**config.mk**
```make
export PLATFORM = sky130hd
export DESIGN_NAME = mxbus_ctrl
export DESIGN_NICKNAME = d
export VERILOG_FILES = /design/src/rtl/mxbus_pkg.sv /design/src/rtl/mxbus_seq.sv /design/src/rtl/mxbus_lane.sv /design/src/rtl/mxbus_rdmerge.sv /design/src/rtl/mxbus_ctrl.sv
export SDC_FILE = /design/constraint.sdc
export NUM_CORES = 1
export LEC_CHECK = 0
export ABC_AREA = 1
export BUFFER_PORTS_ARGS = -buffer_cell sky130_fd_sc_hd__clkbuf_2
export CAP_MARGIN = 0
export CORE_AREA = 2 2 76 71
export DETAILED_ROUTE_END_ITERATION = 8
export DIE_AREA = 0 0 78 73
export GPL_TIMING_DRIVEN = 0
export PLACE_DENSITY = 0.72
export SLEW_MARGIN = 20
export SYNTH_ARGS = -nofsm -noshare
export SYNTH_HDL_FRONTEND = slang
export SYNTH_SLANG_ARGS = --single-unit
```
**constraint.sdc**
```tcl
create_clock -name clk -period 3.2 [get_ports clk]
set_input_delay 0.16 -clock clk [delete_from_list [all_inputs] [get_ports clk]]
set_output_delay 0.16 -clock clk [all_outputs]
set_load 0.01 [all_outputs]
```
**src/rtl/mxbus_pkg.sv**
```systemverilog
package mxbus_pkg;
  typedef enum logic [1:0] {S_IDLE, S_ADDR, S_DATA, S_HOLD} mx_state_t;
  localparam logic [15:0] LOCAL_LO = 16'h2000;
  localparam logic [15:0] LOCAL_HI = 16'h5FFF;
endpackage

```
**src/rtl/mxbus_seq.sv**
```systemverilog
module mxbus_seq
  import mxbus_pkg::*;
(
  input  logic      clk,
  input  logic      rst,
  input  logic      req_valid,
  input  logic      req_word,
  input  logic      req_lo_bit,
  input  logic      req_local,
  input  logic      hold_n,
  input  logic      ready,
  input  logic      bus_is16,
  output mx_state_t state,
  output logic      phase,
  output logic      cyc_done,
  output logic      local_go,
  output logic      ack,
  output logic      hlda_n,
  output logic      breq_n
);
  logic hold_q;
  logic more;

  assign cyc_done = (state == S_DATA) && ready;
  assign more     = req_word && !phase && (req_lo_bit || !bus_is16);
  assign local_go = (state == S_IDLE) && !hold_q && req_valid && !ack && req_local;

  always_ff @(posedge clk) begin
    if (rst) begin
      state  <= S_IDLE;
      phase  <= 1'b0;
      ack    <= 1'b0;
      hold_q <= 1'b0;
    end else begin
      hold_q <= ~hold_n;
      ack    <= 1'b0;
      case (state)
        S_IDLE: begin
          if (hold_q) state <= S_HOLD;
          else if (req_valid && !ack) begin
            if (req_local) ack <= 1'b1;
            else begin
              state <= S_ADDR;
              phase <= 1'b0;
            end
          end
        end
        S_ADDR: state <= S_DATA;
        S_DATA: begin
          if (ready) begin
            if (more) begin
              phase <= 1'b1;
              state <= S_ADDR;
            end else begin
              state <= S_IDLE;
              ack   <= 1'b1;
            end
          end
        end
        default: if (!hold_q) state <= S_IDLE;
      endcase
    end
  end

  assign hlda_n = ~(state == S_HOLD);
  assign breq_n = ~((state == S_HOLD) && req_valid && !req_local);

  // a grant is only entered from the idle state
  p_grant_from_idle_r8: assert property (@(posedge clk) disable iff (rst)
    (state == S_HOLD && $past(state) != S_HOLD) |-> $past(state) == S_IDLE);
  // a low ready keeps the data state
  p_wait_stretch_r7: assert property (@(posedge clk) disable iff (rst)
    (state == S_DATA && !ready) |=> state == S_DATA);
endmodule

```
**src/rtl/mxbus_lane.sv**
```systemverilog
module mxbus_lane
  import mxbus_pkg::*;
#(
  parameter int DW = 16
) (
  input  mx_state_t       state,
  input  logic            phase,
  input  logic [DW-1:0]   req_addr,
  input  logic [DW-1:0]   req_wdata,
  input  logic            req_word,
  input  logic            req_write,
  input  logic            req_fetch,
  input  logic            cfg_adv,
  input  logic            cfg_split_wr,
  output logic [DW-1:0]   ad_out,
  output logic            ad_oe,
  output logic            as_o,
  output logic            rd_n,
  output logic            wr_n,
  output logic            bhe_n,
  output logic            inst,
  output logic            cyc_a0
);
  localparam int BW = DW / 2;

  logic [DW-1:0] cyc_addr;
  logic          active, in_data, wr_act, both, lo_lane, hi_lane;
  logic [BW-1:0] sel_byte;

  assign cyc_addr = req_addr + {{(DW-1){1'b0}}, phase};
  assign cyc_a0   = cyc_addr[0];
  assign in_data  = (state == S_DATA);
  assign active   = (state == S_ADDR) || in_data;
  assign wr_act   = in_data && req_write;
  assign both     = req_word && !phase && !cyc_a0;
  assign lo_lane  = !cyc_a0;
  assign hi_lane  = cyc_a0 || both;
  assign sel_byte = phase ? req_wdata[DW-1:BW] : req_wdata[BW-1:0];

  always_comb begin
    ad_out = '0;
    if (state == S_ADDR) ad_out = cyc_addr;
    else if (wr_act)     ad_out = both ? req_wdata : {sel_byte, sel_byte};
  end

  assign ad_oe = (state == S_ADDR) || wr_act;
  assign as_o  = cfg_adv ? !active : (state == S_ADDR);
  assign rd_n  = !(in_data && !req_write);
  assign wr_n  = !(wr_act && (!cfg_split_wr || lo_lane));
  assign bhe_n = cfg_split_wr ? !(wr_act && hi_lane) : !(active && hi_lane);
  assign inst  = active && req_fetch;
endmodule

```
**src/rtl/mxbus_rdmerge.sv**
```systemverilog
module mxbus_rdmerge #(
  parameter int DW = 16
) (
  input  logic          clk,
  input  logic          rst,
  input  logic          cyc_done,
  input  logic          local_go,
  input  logic          phase,
  input  logic          req_word,
  input  logic          cyc_a0,
  input  logic          bus_is16,
  input  logic [DW-1:0] ad_in,
  output logic [DW-1:0] rdata
);
  localparam int BW = DW / 2;
  logic [BW-1:0] lane_byte;
  logic          full;

  assign lane_byte = (bus_is16 && cyc_a0) ? ad_in[DW-1:BW] : ad_in[BW-1:0];
  assign full      = req_word && !phase && !cyc_a0 && bus_is16;

  always_ff @(posedge clk) begin
    if (rst || local_go) rdata <= '0;
    else if (cyc_done) begin
      if (full)           rdata <= ad_in;
      else if (!req_word) rdata <= {{BW{1'b0}}, lane_byte};
      else if (!phase)    rdata[BW-1:0] <= lane_byte;
      else                rdata[DW-1:BW] <= lane_byte;
    end
  end
endmodule

```
**src/rtl/mxbus_ctrl.sv**
```systemverilog
module mxbus_ctrl
  import mxbus_pkg::*;
#(
  parameter int DW = 16
) (
  input  logic          clk,
  input  logic          rst,
  input  logic          cfg_dyn_width,
  input  logic          cfg_adv,
  input  logic          cfg_split_wr,
  input  logic          onchip_sel,
  input  logic          req_valid,
  input  logic [DW-1:0] req_addr,
  input  logic [DW-1:0] req_wdata,
  input  logic          req_word,
  input  logic          req_write,
  input  logic          req_fetch,
  output logic          req_ack,
  output logic [DW-1:0] req_rdata,
  output logic [DW-1:0] ad_out,
  output logic          ad_oe,
  input  logic [DW-1:0] ad_in,
  output logic          as_o,
  output logic          rd_n,
  output logic          wr_n,
  output logic          bhe_n,
  output logic          inst,
  input  logic          ready,
  input  logic          buswidth,
  input  logic          hold_n,
  output logic          hlda_n,
  output logic          breq_n
);
  mx_state_t state;
  logic phase, cyc_done, local_go, bus_is16, req_local, cyc_a0;

  assign bus_is16  = cfg_dyn_width && buswidth;
  assign req_local = onchip_sel && (req_addr >= DW'(LOCAL_LO)) && (req_addr <= DW'(LOCAL_HI));

  mxbus_seq u_seq (
    .clk(clk), .rst(rst), .req_valid(req_valid), .req_word(req_word),
    .req_lo_bit(req_addr[0]), .req_local(req_local), .hold_n(hold_n),
    .ready(ready), .bus_is16(bus_is16), .state(state), .phase(phase),
    .cyc_done(cyc_done), .local_go(local_go), .ack(req_ack),
    .hlda_n(hlda_n), .breq_n(breq_n));

  mxbus_lane #(.DW(DW)) u_lane (
    .state(state), .phase(phase), .req_addr(req_addr), .req_wdata(req_wdata),
    .req_word(req_word), .req_write(req_write), .req_fetch(req_fetch),
    .cfg_adv(cfg_adv), .cfg_split_wr(cfg_split_wr), .ad_out(ad_out),
    .ad_oe(ad_oe), .as_o(as_o), .rd_n(rd_n), .wr_n(wr_n), .bhe_n(bhe_n),
    .inst(inst), .cyc_a0(cyc_a0));

  mxbus_rdmerge #(.DW(DW)) u_rd (
    .clk(clk), .rst(rst), .cyc_done(cyc_done), .local_go(local_go),
    .phase(phase), .req_word(req_word), .cyc_a0(cyc_a0), .bus_is16(bus_is16),
    .ad_in(ad_in), .rdata(req_rdata));

  // bus quiet during a grant
  p_hold_quiet_r8: assert property (@(posedge clk) disable iff (rst)
    !hlda_n |-> (rd_n && wr_n && bhe_n && !ad_oe && !inst));
  // a grant never begins while a strobe was active
  p_hold_boundary_r8: assert property (@(posedge clk) disable iff (rst)
    $fell(hlda_n) |-> $past(rd_n && wr_n && bhe_n));
  // bus request only while granted
  p_breq_r9: assert property (@(posedge clk) disable iff (rst)
    !breq_n |-> !hlda_n);
  // acknowledge is a single pulse
  p_ack_pulse_r12: assert property (@(posedge clk) disable iff (rst)
    req_ack |=> !req_ack);
  // fetch indicator only in external cycles
  p_inst_r5: assert property (@(posedge clk) disable iff (rst)
    inst |-> (ad_oe || !rd_n));
  // read strobe held while ready is low
  p_wait_rd_r7: assert property (@(posedge clk) disable iff (rst)
    (!rd_n && !ready) |=> !rd_n);
endmodule

```
; ---- Word-level counts from Yosys, hierarchy flattened
; Cells that the tools add are included.
[word_totals]
ram_bits = 0
n_memories = 0
wordCells = 102
latch_bits = 0
rom_bits = 0
inputBits = 61
ff_bits = 21
[op_classes]
eq_ne = 13
mux = 30
n_shift = 0
addsub = 1
bitwise_logic = 3
reduce_logical = 47
multipliers = 0
div_mod_pow = 0
n_lt_le_gt_ge = 2
[ops]
columns = op, count
row1 = 16-bit two-way mux, 5
row2 = 8-bit two-way mux, 4
row3 = 1-bit logical AND, 22
row4 = 16-bit by 1-bit adder with 16-bit output, 1
row5 = 16-bit by 14-bit greater-or-equal comparator with 1-bit output (second input constant), 1
row6 = 16-bit by 15-bit less-or-equal comparator with 1-bit output (second input constant), 1
row7 = 1-bit zero test, 13
row8 = 1-bit two-way mux, 13
row9 = 2-bit two-way mux, 5
row10 = 2-bit != test (second input constant), 5
row11 = 1-bit logical OR, 6
row12 = 3-bit by 2-bit != test with 1-bit output (second input constant), 2
row13 = 2-bit case mux with 3 select lines, 1
row14 = 6-bit AND reduction, 1
row15 = 2-bit equality test (second input constant), 2
row16 = 4-bit by 2-bit != test with 1-bit output (second input constant), 1
row17 = 1-bit case mux with 2 select lines, 2
row18 = 2-bit AND reduction, 2
row19 = 4-bit AND reduction, 1
row20 = 3-bit by 1-bit != test with 1-bit output (second input constant), 1
row21 = 3-bit != test (second input constant), 1
row22 = 1-bit inverter, 3
row23 = 2-bit by 1-bit equality test with 1-bit output (second input constant), 1
row24 = 2-bit zero test, 1
row25 = 2-bit nonzero test, 1

; ---- Logic depth before layout (Yosys ltp)
; Gate-level depths: netlist of run 1.
[logic_depth]
ltp_word = 7
mapped_depth = 10

; ---- Cells and area by module
; A second synthesis of run 1 with hierarchy kept.
[hier_totals]
hier_cells = 389
hier_area_um2 = 2293.4
[by_module_without_submodules]
columns = module, area_per_inst_um2, seq_area_each_um2, cells_each, instances
row1 = mxbus_rdmerge, 1019.7, 320.3, 147, 1
row2 = mxbus_lane, 880.8, 0.0, 177, 1
row3 = mxbus_seq, 365.4, 100.1, 58, 1
row4 = mxbus_ctrl, 27.5, 0.0, 7, 1

; ---- Worst setup path after synthesis of run 1
; No wires, ideal clock.
[synth_path]
path_type = register -> output
from = reg u_seq.phase
to = out ad_out[8]
slack_ns = 1.534
required_ns = 3.040
path_stages_with_launch = 9
t_arrival_ns = 1.506
cell_sequence = dfxtp_1 ha_1 ha_1 nand3_1 inv_1 nand2_1 a21oi_1 o21ai_0 nand2_1
[synth_via]
elab_chain_cells = 6
elab_cells_between_ends = 9
cone_classes = add/sub: 1 / mux: 4 / reduce/logical: 4
[synth_rtl]
columns = item, line
row1 = from (decl), mxbus_seq.sv:14  ; output logic phase,
row2 = from (signal assigned), mxbus_seq.sv:31  ; phase <= 1'b0;
row3 = from (signal assigned), mxbus_seq.sv:44  ; phase <= 1'b0;
row4 = from (signal assigned), mxbus_seq.sv:52  ; phase <= 1'b1;
row5 = 16-bit by 1-bit adder with 16-bit output or 1-bit zero test (tied branches), "mxbus_lane.sv:30, mxbus_lane.sv:35"
row6 = 1-bit zero test or 1-bit logical AND (tied branches), mxbus_lane.sv:35  ; assign both = req_word && !phase && !cyc_a0;
row7 = 1-bit logical AND, mxbus_lane.sv:35
row8 = 16-bit two-way mux (2 in series), mxbus_lane.sv:43  ; else if (wr_act) ad_out = both ? req_wdata : {sel_byte, sel_byte};
row9 = 16-bit two-way mux *, mxbus_lane.sv:42  ; if (state == S_ADDR) ad_out = cyc_addr;
row10 = to (decl), mxbus_ctrl.sv:20  ; output logic [DW-1:0] ad_out,
; Every way passes the cells marked *; elsewhere a longest branch is shown, timed or not.

; ---- Final worst setup path of run 1
; Same ends and word-level chain as after synthesis.

==> results.md, run 1 <==
- The flow ran to the end, and the final reports show no timing, DRC or antenna violations.
- Clock-pin slew was measured on the worst setup and hold paths at 90 ps.
- The synthesized design spends more area on one cell type than any other, namely dfxtp_1.
- Summing every instance area after synthesis gives around 0.0021 mm².
- In the final layout, the share of cells above drive strength 1 is 0.285.
- Port buffering added 100 buffers.
- The finished cells cover approximately 0.0028 mm².
- The count of distinct cell types in the synthesized netlist is 34.
- By area the synthesized netlist is led by dfxtp_1, nand2_1, nor2_1.
- STA classifies the critical path endpoint as an output pin.
- The overall routed net length is between 6000 and 7000 µm.
- Counting every net in the synthesized netlist gives 431.
- The number of detailed-route iterations in the first pass is 5.
- Of the post-synthesis cell area, the dominant cell type holds 0.197.
- The internal portion of the total power is between 700 and 800 µW.
- After detailed placement, the total cell area comes to approximately 0.0027 mm².
- Setup violations remaining at the end of the flow were counted as 0.
- For the worst setup path, the data required time is between 3000 and 4000 ps.
- The transition time at the pin with the least slew margin is just over 500 ps.
- Across the VDD grid, the largest voltage drop is between 200 and 300 µV.
- The number of antenna violations at the first check in global routing is 0.
- The number of gates resized after cts is 0.
- The first global-routing pass estimated approximately 11,000 µm of wire.
- The power density of the placed cells is about 570 mW/mm².
- The number of antenna repair diodes is 0.
- Measured along the y axis, the die boundary spans ~73 µm.
- The post-synthesis to final-layout area growth is 29.5%.
- The tree is rooted in a clkbuf_8.
- The routed wirelength normalized by instance count is roughly 12 µm.
- The count of flip-flops with a built-in enable after synthesis is 0.
- Synthesis produced between 300 and 400 cells.
- The switching power share of the total is 0.507.
- Buffers inserted during clock tree synthesis total 3.
- Fill cells in the final layout number between 500 and 600.
- The register area share after synthesis is 0.197.
- Pin placement for this block handled between 100 and 150 I/O pins.
- At the end of routability-driven placement, the weighted congestion stood at 0.888.
- Setup repair after global routing left no endpoint under its margin.
- After global routing the overflow that remains totals 0.
- The clock latency at the later pin of the worst-skew pair is roughly 270 ps.
- The worst setup path is launched from a flop.
- The worst hold margin is slightly below 30 ps.
- The initial utilization of the core area, before any placement, comes to 0.427.
- The routed layout has roughly 2,700 vias.
- The horizontal extent of the die is approximately 80 µm.
- After the last flow step, the layout net total stands at ~540.
- The number of DRC markers in iteration 0 is 193.
- The post-synthesis area per instance is 5.88 µm².
- The relative max-transition margin is 0.659.
- The largest clock skew in the final design is just over 8 ps.
- The data arrival time of the critical path is 2190 ps.
- The register bit total from synthesis is 21.
- The via density per instance is slightly above 5.
- The overall routing resource usage is 0.229.
- The number of buffers between clock root and the deepest sink is 2.
- The leakage dissipation is around 1.5 nW.
- The largest fanout on the critical path is 4.
- The proportion of power drawn by the clock network is 0.115.
- The count of warnings emitted by yosys is 0.
- The number of rows created at floorplan is 25.
- Across the run, the number of max-cap violations was 0.
- The maximum frequency from static timing analysis is roughly 420 MHz.
- The share of total power dissipated in combinational logic is 0.660.
- The number of H-tree levels is 1.
- For this design, the CTS-stage hold fixing added 0 buffers.
- Of all flip-flops after synthesis, the portion carrying an async set or reset was 0.
- Counting every sink on the clock net gives 21.
- Among all flip-flop cells after synthesis, the most frequent one is dfxtp_1.
- The via count of the first global-routing pass is between 2,000 and 2,500.
- The most frequent cell after synthesis is nand2_1.
- The overall die area is approximately 0.0057 mm².
- The total core area is around 0.005 mm².
- The remaining routing DRC violations is 0.
- The final number of max-transition violations is 0.
- The type of the worst setup path is flop to output pin.
- The switching component of the power is ~800 µW.
- In this run the worst hold path is classified as input port to flop.
- The count of nets left with antenna violations once routing finished came out at 0.
- The final HPWL from detailed placement is 5410 µm.
- The largest net degree at the start of global routing is 13.
- The final clock period utilization by the worst path is 0.736.
- For the finished layout, the period the worst path requires is 2350 ps.
- The setup fix buffers added after clock tree synthesis is 0.
- The setup TNS is 0 ps.
- TritonCTS built the clock tree.
- Counting instances in the post-synthesis netlist gives the leading cell types as nand2_1, nor2_1, inv_1, nand3_1, dfxtp_1.
- The count of final hold-check violations is 0.
- Of the total power, registers draw 0.226.
## power groups by stage
stage	combinational, mW	sequential [mW]	clock (mW)
finish	1.04	0.355	0.180
global route	1.16	0.363	0.194
CTS	1.03	0.355	0.181
detailed placement	1.03	0.361	0
global placement	1.02	0.360	0
floorplan	0.686	0.367	0
## logic make-up after synthesis
family,share of synthesized area
xor gates and xnor gates,0.0164
buffers and inverters,0.116
DFF,0.197
muxes,0.0375
adders and majority gates,0.0410
AOI/OAI and AO/OA,0.181
and+or+nand+nor,0.411
## metrics by stage
step | utilization | std cells | total power [mW] | worst slack, ps
after CTS | 0.553 | 534 | 1.57 | 892
after detailed placement | 0.544 | 530 | 1.39 | 1200
after global routing | 0.553 | 534 | 1.72 | 637
after global placement | 0.544 | 530 | 1.38 | 1170
after floorplan | - | 363 | 1.05 | 1530
final | 0.553 | 534 | 1.57 | 846
## sequential cells by signal (all words and copies together) (netlist names)
signal,count
u_rd.rdata,16
u_seq.state,2
u_seq.ack,1
u_seq.hold_q,1
u_seq.phase,1
## layout by cell type (no fill, tap or decap), types with 2 or more instances in the layout
master,count
clkbuf_1,3
a21oi_2,2
nor2_1,49
o31ai_1,2
o21ai_1,3
nand3_1,35
a21oi_1,20
o21ai_0,19
nand2_1,106
nand2_2,4
clkbuf_2,101
clkinv_1,2
buf_6,4
dfxtp_1,21
clkbuf_8,3
mux2i_1,8
ha_1,7
inv_1,42
o21bai_1,2
xnor2_1,4
nand4_1,3
o21ai_2,9
inv_2,2
a31oi_1,4
## final timing paths
| kind | start | depth (start not counted) | slack (ps) | to |
|---|---|---|---|---|
| min | hold_n | 2 | 30 | u_seq.hold_q |
| max | u_seq.phase | 9 | 850 | ad_out[8] |
| min reg2reg | u_rd.rdata[2] | 2 | 500 | u_rd.rdata[2] |
| max reg2reg | u_seq.phase | 6 | 1440 | u_rd.rdata[10] |
## per-layer routing
| layer | share of wire | vias to the layer above | GRT usage |
|---|---|---|---|
| met2 | 0.46 | 122 | 0.402 |
| met4 | 0.0044 | 0 | 0.0351 |
| met3 | 0.074 | 6 | 0.0235 |
| li1 | - | 1388 | - |
| met5 | 0 | - | 0 |
| met1 | 0.46 | 1202 | 0.313 |
## worst max-delay path, stage by stage, from the launching register on
cell and delay, ps:
dfxtp_1 520, ha_1 300, ha_1 210, nand3_1 130
inv_1 140, nand2_1 110, a21oi_1 140, o21ai_0 160
nand2_1 100, clkbuf_2 130
## layout make-up
class	count	area, µm²	area share
Multi-Input combinational cell	286	1470	0.531
Clock inverter	1	5.00	0.00181
Timing Repair Buffer	100	500	0.181
Inverter	47	179	0.0647
Buffer	9	68.8	0.0249
Sequential cell	21	420	0.152
Clock buffer	3	41.3	0.0149
Tap cell	67	83.8	0.0303
No activity file was read; power rests on OpenSTA's default activity.
==> run 2: changes to the inputs <==
--- a/config.mk
+++ b/config.mk
@@ -5,12 +5,12 @@
 export SDC_FILE = /design/constraint.sdc
 export NUM_CORES = 1
 export LEC_CHECK = 0
-export ABC_AREA = 1
+export ABC_AREA = 0
 export BUFFER_PORTS_ARGS = -buffer_cell sky130_fd_sc_hd__clkbuf_2
 export CAP_MARGIN = 0
-export CORE_AREA = 2 2 76 71
+export CORE_AREA = 2 2 74 69
 export DETAILED_ROUTE_END_ITERATION = 8
-export DIE_AREA = 0 0 78 73
+export DIE_AREA = 0 0 76 71
 export GPL_TIMING_DRIVEN = 0
 export PLACE_DENSITY = 0.72
 export SLEW_MARGIN = 20
==> constraint.sdc (replaced) <==
create_clock -name clk -period 2.15 [get_ports clk]
set_input_delay 0.1075 -clock clk [delete_from_list [all_inputs] [get_ports clk]]
set_output_delay 0.1075 -clock clk [all_outputs]
set_load 0.01 [all_outputs]
==> results.md, run 2 <==
- Yosys attributes the largest share of cell area to dfxtp_1, mux2i_1, a21oi_1.
- The vias after detailed routing was 2,167 (-20%).
- The largest clock skew in the final design is 2.85 ps (-5.27 ps).
- The number of detailed-route iterations in the first pass is 4 (-1).
- The number of DRC markers in iteration 0 was 155 (-20%).
- The final cell utilization of the core came to 0.555 (+0.00263).
- The relative contribution of sequential cells to total power is 0.255 (+0.029).
- The overall die area is 0.00540 mm² (-5.2%).
- The count of warnings emitted by yosys was 0 (unchanged).
- The switching component of the power is 897 µW (+13%).
- The data arrival time of the critical path is 1970 ps (-220 ps).
- The final number of max-transition violations came to 0 (unchanged).
- The worst-case setup margin in the final layout came to 76.6 ps (-770 ps).
- Setup repair after global routing could not meet its margin everywhere.
- The switching power share of the total is 0.447 (-0.0598).
- The flow ran to the end, and the final reports show no timing, DRC or antenna violations.
- The most common library cell in the layout ignoring fill and taps is clkbuf_2.
- The internal reg-to-reg setup slack is 150 ps (-1290 ps).
- The remaining routing DRC violations was 0 (unchanged).
- The top cell type's share of synthesized area is 0.226 (+0.0294).
- The worst hold margin was 64.6 ps (+35.1 ps).
- In the finished design, the share of the clock period the worst path needs comes to 0.964.
- The proportion of register bits with asynchronous set or reset after synthesis is 0 (unchanged).
- The remaining global-route overflow is 0 (unchanged).
- The number of top-level pins came to 102 (unchanged).
- STA classifies the critical path startpoint as a flop.
- The final HPWL from detailed placement came to 4590 µm (-15%).
- The worst setup path is captured at an output pin.
- The routability congestion estimate came to 0.895 (+0.80%).
- The count of final hold-check violations was 0 (unchanged).
- The peak supply drop is 320 µV (+12%).
- The number of endpoints failing setup at the final stage was 0 (unchanged).
- The register bank with the most flops is u_rd.rdata.
- The via density per instance is 5.36 (+5.4%).
- The overall routed net length is 5750 µm (-14%).
- The leakage dissipation is 1.23 nW (-20%).
- The placement-stage worst setup slack is 18.9 ps (-1180 ps).
- The largest net degree at the start of global routing came to 13 (unchanged).
- The total clock sinks came to 21 (unchanged).
- The cell area after synthesis is 0.00186 mm² (-13%).
- The largest fanout on the critical path came to 4 (unchanged).
- The post-synthesis cell type with the largest combined area is dfxtp_1.
- The post-synthesis to final-layout area growth is 39.1%.
- The dominant synthesized flop cell is dfxtp_1.
- The most common cell in the synthesized netlist is mux2i_1.
- The type of the worst setup path is flop to output pin.
- The internal power component was 1.11 mW (+43%).
- After synthesis, the most frequently instantiated cells are mux2i_1, dfxtp_1, a21oi_1, nand2_1.
- The clock-pin slew of the registers on the worst-case setup and hold paths is 80 ps (about the same).
- The clock period minus final worst setup slack is a little over 2000 ps.
- The share of power burned in combinational logic is 0.614 (-0.046).
- The number of H-tree levels is 1 (unchanged).
- The critical path data required time is 2040 ps (-1000 ps).
- The number of rows created at floorplan is 24 (-4.0%).
- In this run the clock root is driven by a clkbuf_8.
- The proportion of power drawn by the clock network is 0.131 (+0.016).
- The layout cell share with drive strength beyond 1 came to 0.381 (+0.0957).
- The first-pass GRT wire length is 8990 µm (-16%).
- The worst hold-check path type is input port to flop.
- The clock latency at the later pin of the worst-skew pair is 260 ps (about the same).
- The number of cells on the worst reg-to-reg path was 5 (-1).
- The register area share after synthesis is 0.226 (+0.0294).
- The horizontal extent of the die was 76 µm (-2.6%).
- The count of non-filler cells in the finished layout was 404 (-24%).
- The post-layout net count was 408 (-24%).
- The transition time at the pin with the least slew margin is 808 ps (+297 ps).
- The net count after synthesis is 297 (-31%).
- The number of cells on the worst hold path came to 2 (unchanged).
- The relative max-transition margin is 0.460 (-0.199).
- The routed wirelength normalized by instance count is 14.2 µm (+14%).
- The maximum frequency from static timing analysis is 482 MHz.
- The setup TNS is 0 ps (unchanged).
- The largest registers in the layout are u_rd.rdata: 16 flops, u_seq.state: 2 flops.
- The count of distinct cell types in the synthesized netlist is 47 (+38%).
- The number of antenna violations at the first check in global routing is 0 (unchanged).
- The number of buffers created by CTS was 3 (unchanged).
- The via count of the first global-routing pass is 2,032 (-13%).
- The instance count of the mapped netlist is 229 (-37%).
- The clock tree from TritonCTS is built.
- The die extent in y was 71 µm (-2.7%).
- The count of flip-flops with a built-in enable after synthesis is 0 (unchanged).
- The register bit total from synthesis is 21 (unchanged).
- The number of antenna repair diodes was 0 (unchanged).
- The number of buffers inserted by port buffering came to 101 (+1.0%).
- The overall routing resource usage came to 0.200 (-0.0297).
- The number of buffers between clock root and the deepest sink was 2 (unchanged).
- The power density of the placed cells is 776 mW/mm² (+37%).
- The number of max-cap violations is 0 (unchanged).
- In the layout the commonest cells are clkbuf_2, mux2i_1, dfxtp_1.
- The total core area is 0.00465 mm² (-7.0%).
- The number of flip-flops under the largest register name is 16 (unchanged).
- The post-placement cell count was 395 (-25%).
- The number of nets with antenna violations after detailed routing is 0 (unchanged).
- The post-synthesis area per instance is 8.11 µm² (+38%).
- The starting density of the core is 0.399 (-0.0276).
## run 2: repair_timing
action	CTS	global route
hold endpoints to repair	1	0
pin swaps	0	1
endpoints found under the setup margin	12	23
resized for setup	9	7
buffers inserted	0	4
hold buffers	1	0
## run 2: critical path, cell delays in order (launching register included)
cell and delay, ps:
dfxtp_4 380, ha_4 150, ha_4 130, nand2_2 80, or2_1 240, or4b_1 460, o211ai_1 100, buf_2 170
## run 2: area by class of cell
type                    instances  area [µm²]
fillers                       442        2070
multi-input cells             192        1420
repair buffers                106         546
flip-flops and latches         21         425
well taps                      65        81.3
clock buffers                   3        41.3
inverters                      10        37.5
plain buffers                   6        30.0
clock inverters                 1        5.00
## run 2: path summary, 6_finish.rpt
kind,startpoint,to
max,u_seq.phase,ad_out[14]
max reg2reg,u_seq.phase,u_rd.rdata[14]
min,rst,u_seq.state[1]
min reg2reg,u_rd.rdata[12],u_rd.rdata[12]
## run 2: kinds of logic after synthesis
group	after synthesis	share of synthesized area
simple gates	70	0.209
compound gates	77	0.275
fa+ha+maj	7	0.0471
flops	21	0.226
xor+xnor	13	0.0714
mux	25	0.135
buf+inv	16	0.0357
## run 2: per-layer routing
layer,GRT usage,part of all wire,wire length (µm)
met1,0.241,0.43,2440
met5,0,0,0
met2,0.364,0.49,2810
met3,0.0306,0.064,366
met4,0.0707,0.021,120
## run 2: power by group through the flow
stage                     Clock, mW  Sequential (mW)  Combinational, mW
after floorplan                   0            0.521              0.746
after global placement            0            0.511               1.15
after detailed placement          0            0.515               1.16
after CTS                     0.266            0.511               1.20
after global routing          0.288            0.519               1.33
final                         0.263            0.511               1.23
## run 2: metrics by stage
| step | power, mW | area, µm² |
|---|---|---|
| after floorplan | 1.27 | 1860 |
| after detailed placement | 1.68 | 2440 |
| after global routing | 2.14 | 2580 |
| final | 2.01 | 2580 |
| after CTS | 1.98 | 2540 |
| after global placement | 1.66 | 2440 |
==> run 3: changes to the inputs <==
==> constraint.sdc (replaced) <==
create_clock -name clk -period 1.8 [get_ports clk]
set_input_delay 0.09 -clock clk [delete_from_list [all_inputs] [get_ports clk]]
set_output_delay 0.09 -clock clk [all_outputs]
set_load 0.01 [all_outputs]
==> results.md, run 3 (synthesized netlist as in run 2, its figures left out) <==
- The via density per instance was 5.47 (+2.0%).
- The checks that failed: setup timing.
- The biggest cell delay along the critical path was 460 ps (about the same).
- The largest net degree at the start of global routing was 13 (unchanged).
- The total core area is 0.00465 mm² (unchanged).
- The count of final hold-check violations is 0 (unchanged).
- The source of the critical timing path is u_seq.phase.
- The post-layout net count is 416 (+2.0%).
- The type of the worst setup path is flop to output pin.
- The relative max-transition margin is 0.624 (+0.164).
- The total clock sinks is 21 (unchanged).
- STA classifies the critical path startpoint as a flop.
- Among the stages of the critical path, the cell type that occurs most often is ha_4.
- The final clock period utilization by the worst path is 1.12.
- The family with the most delay on the worst path is simple AND/OR/NAND/NOR gates.
- The final HPWL from detailed placement was 4590 µm (unchanged).
- The startpoint identified for the worst register-to-register timing path is u_seq.state[0].
- The number of top-level pins is 102 (unchanged).
- The peak supply drop is 438 µV (+37%).
- The overall routing resource usage is 0.208 (+0.00822).
- The layout cell share with drive strength beyond 1 is 0.458 (+0.0777).
- The number of buffers between clock root and the deepest sink is 2 (unchanged).
- The leakage dissipation is 1.31 nW (+6.2%).
- The critical path data required time is 1710 ps (-330 ps).
- The power density of the placed cells was 956 mW/mm² (+23%).
- The number of nets with antenna violations after detailed routing is 0 (unchanged).
- The worst-case setup margin in the final layout is -208 ps (-284 ps).
- The die extent in y came to 71 µm (unchanged).
- The routed wirelength normalized by instance count is 15.1 µm (+5.9%).
- The placement-stage worst setup slack was -314 ps (-332 ps).
- The number of max-cap violations was 0 (unchanged).
- The starting density of the core is 0.399 (unchanged).
- The worst path in the final design needs a cycle of 2010 ps, including I/O delays and setup.
- The maximum frequency from static timing analysis is 498 MHz.
- The data arrival time of the critical path was 1920 ps (-50 ps).
- The critical path goes through ha_4 > ha_4 > nand2_4 > or2_1 > or4b_1 > o211ai_1 > buf_2.
- The remaining routing DRC violations is 0 (unchanged).
- The final number of max-transition violations is 0 (unchanged).
- The post-placement cell count is 395 (unchanged).
- The vias after detailed routing was 2,254 (+4.0%).
- The via count of the first global-routing pass was 2,088 (+2.8%).
- The clock tree from TritonCTS is built.
- The flow ran to the end, but the final reports show violations.
- The number of H-tree levels came to 1 (unchanged).
- The slowest cell on the critical path is or4b_1.
- The horizontal extent of the die was 76 µm (unchanged).
- The count of non-filler cells in the finished layout is 412 (+2.0%).
- The worst hold-check path type is input port to flop.
- In this run the most critical hold path is launched from rst.
- The number of antenna repair diodes is 0 (unchanged).
- The register with the most flip-flops in the final layout is u_rd.rdata.
- The remaining global-route overflow came to 0 (unchanged).
- The overall routed net length is 6210 µm (+8.0%).
- The number of antenna violations at the first check in global routing is 0 (unchanged).
- The largest clock skew in the final design is 5.41 ps (+2.56 ps).
- The number of DRC markers in iteration 0 is 155 (unchanged).
- In the layout the commonest cells are clkbuf_2, mux2i_1, a21oi_1, dfxtp_1.
- The sum of buffers and inverters on the critical path came to 1 (unchanged).
- The number of rows created at floorplan was 24 (unchanged).
- The clock root buffer is clkbuf_8.
- The clock latency at the later pin of the worst-skew pair is 260 ps (about the same).
- The number of flip-flops under the largest register name is 16 (unchanged).
- Setup repair after global routing could not meet its margin everywhere.
- The number of endpoints failing setup at the final stage is 7 (+7).
- The largest fanout on the critical path was 4 (unchanged).
- From synthesis to final layout, the design area changed by 52.6%.
- The overall die area was 0.00540 mm² (unchanged).
- The number of buffers inserted by port buffering is 101 (unchanged).
- The number of detailed-route iterations in the first pass is 4 (unchanged).
- The clock-pin slew of the registers on the worst-case setup and hold paths is 80 ps (about the same).
- The first-pass GRT wire length was 9270 µm (+3.1%).
- Leaving out fill and tap cells, the most frequent cell in the layout is clkbuf_2.
- The number of buffers created by CTS is 3 (unchanged).
- The transition time at the pin with the least slew margin is 562 ps (-247 ps).
- The largest registers in the layout are u_rd.rdata: 16 flops, u_seq.state: 2 flops.
- The category of the worst setup path capture point is an output pin.
- The routability congestion estimate was 0.895 (unchanged).
==> run 3: power by group <==
part,internal (mW),switching [mW],total [mW],leakage (nW)
clock,0.154,0.159,0.313,0.0255
combinational,0.810,0.957,1.77,1.11
sequential,0.554,0.0767,0.631,0.173
total,1.52,1.19,2.71,1.31
==> run 3: repair_timing <==
action                     CTS  global route
gates cloned                 0             1
buffers inserted             8             4
setup endpoints to repair   37            27
resized for setup           34            25
pin swaps                    5             5
hold buffers                 1             0
hold endpoints to repair     1             0
==> run 3: worst register-to-register path: cells and delay by family (launching register included) <==
kind            cells  cell delay [ps]
simple gates        1              100
fa+ha+maj           1              190
compound gates      2              630
flops               1              380
buf+inv             2              360
==> run 3: stage by stage <==
step	cell area (µm²)	TNS, ps	power [mW]	util	hold slack [ps]
global route	2840	-1410	2.88	0.609	62.6
finish	2840	-587	2.71	0.609	47.2
detailed placement	2440	-4040	2.01	0.525	246
global placement	2440	-3460	1.99	0.525	244
floorplan	1860	0	1.51	-	157
CTS	2710	-293	2.55	0.582	46.8
==> run 3: final cells by class <==
| class | instances | area (µm²) |
|---|---|---|
| sequential | 21 | 432 |
| clock inverter | 1 | 5.00 |
| buffer | 6 | 56.3 |
| tap | 65 | 81.3 |
| multi-input combinational | 193 | 1570 |
| inverter | 10 | 40.0 |
| fill | 406 | 1820 |
| timing repair buffer | 113 | 611 |
| clock buffer | 3 | 41.3 |
==> run 3: routing by layer <==
layer | share of wire | track usage | routed length, µm | vias to the layer above
li1 | - | - | - | 1110
met1 | 0.41 | 0.244 | 2550 | 1008
met2 | 0.49 | 0.396 | 3070 | 123
met3 | 0.073 | 0.0319 | 453 | 13
met4 | 0.021 | 0.0586 | 129 | 0
met5 | 0 | 0 | 0 | -
==> run 3: final timing paths <==
kind                                        to  slack (ps)  depth (start not counted)
worst max-delay path                ad_out[14]        -210                          7
worst min-delay path            u_seq.state[1]          50                          2
worst max register to register     u_seq.phase          80                          6
worst min register to register  u_rd.rdata[12]         490                          2
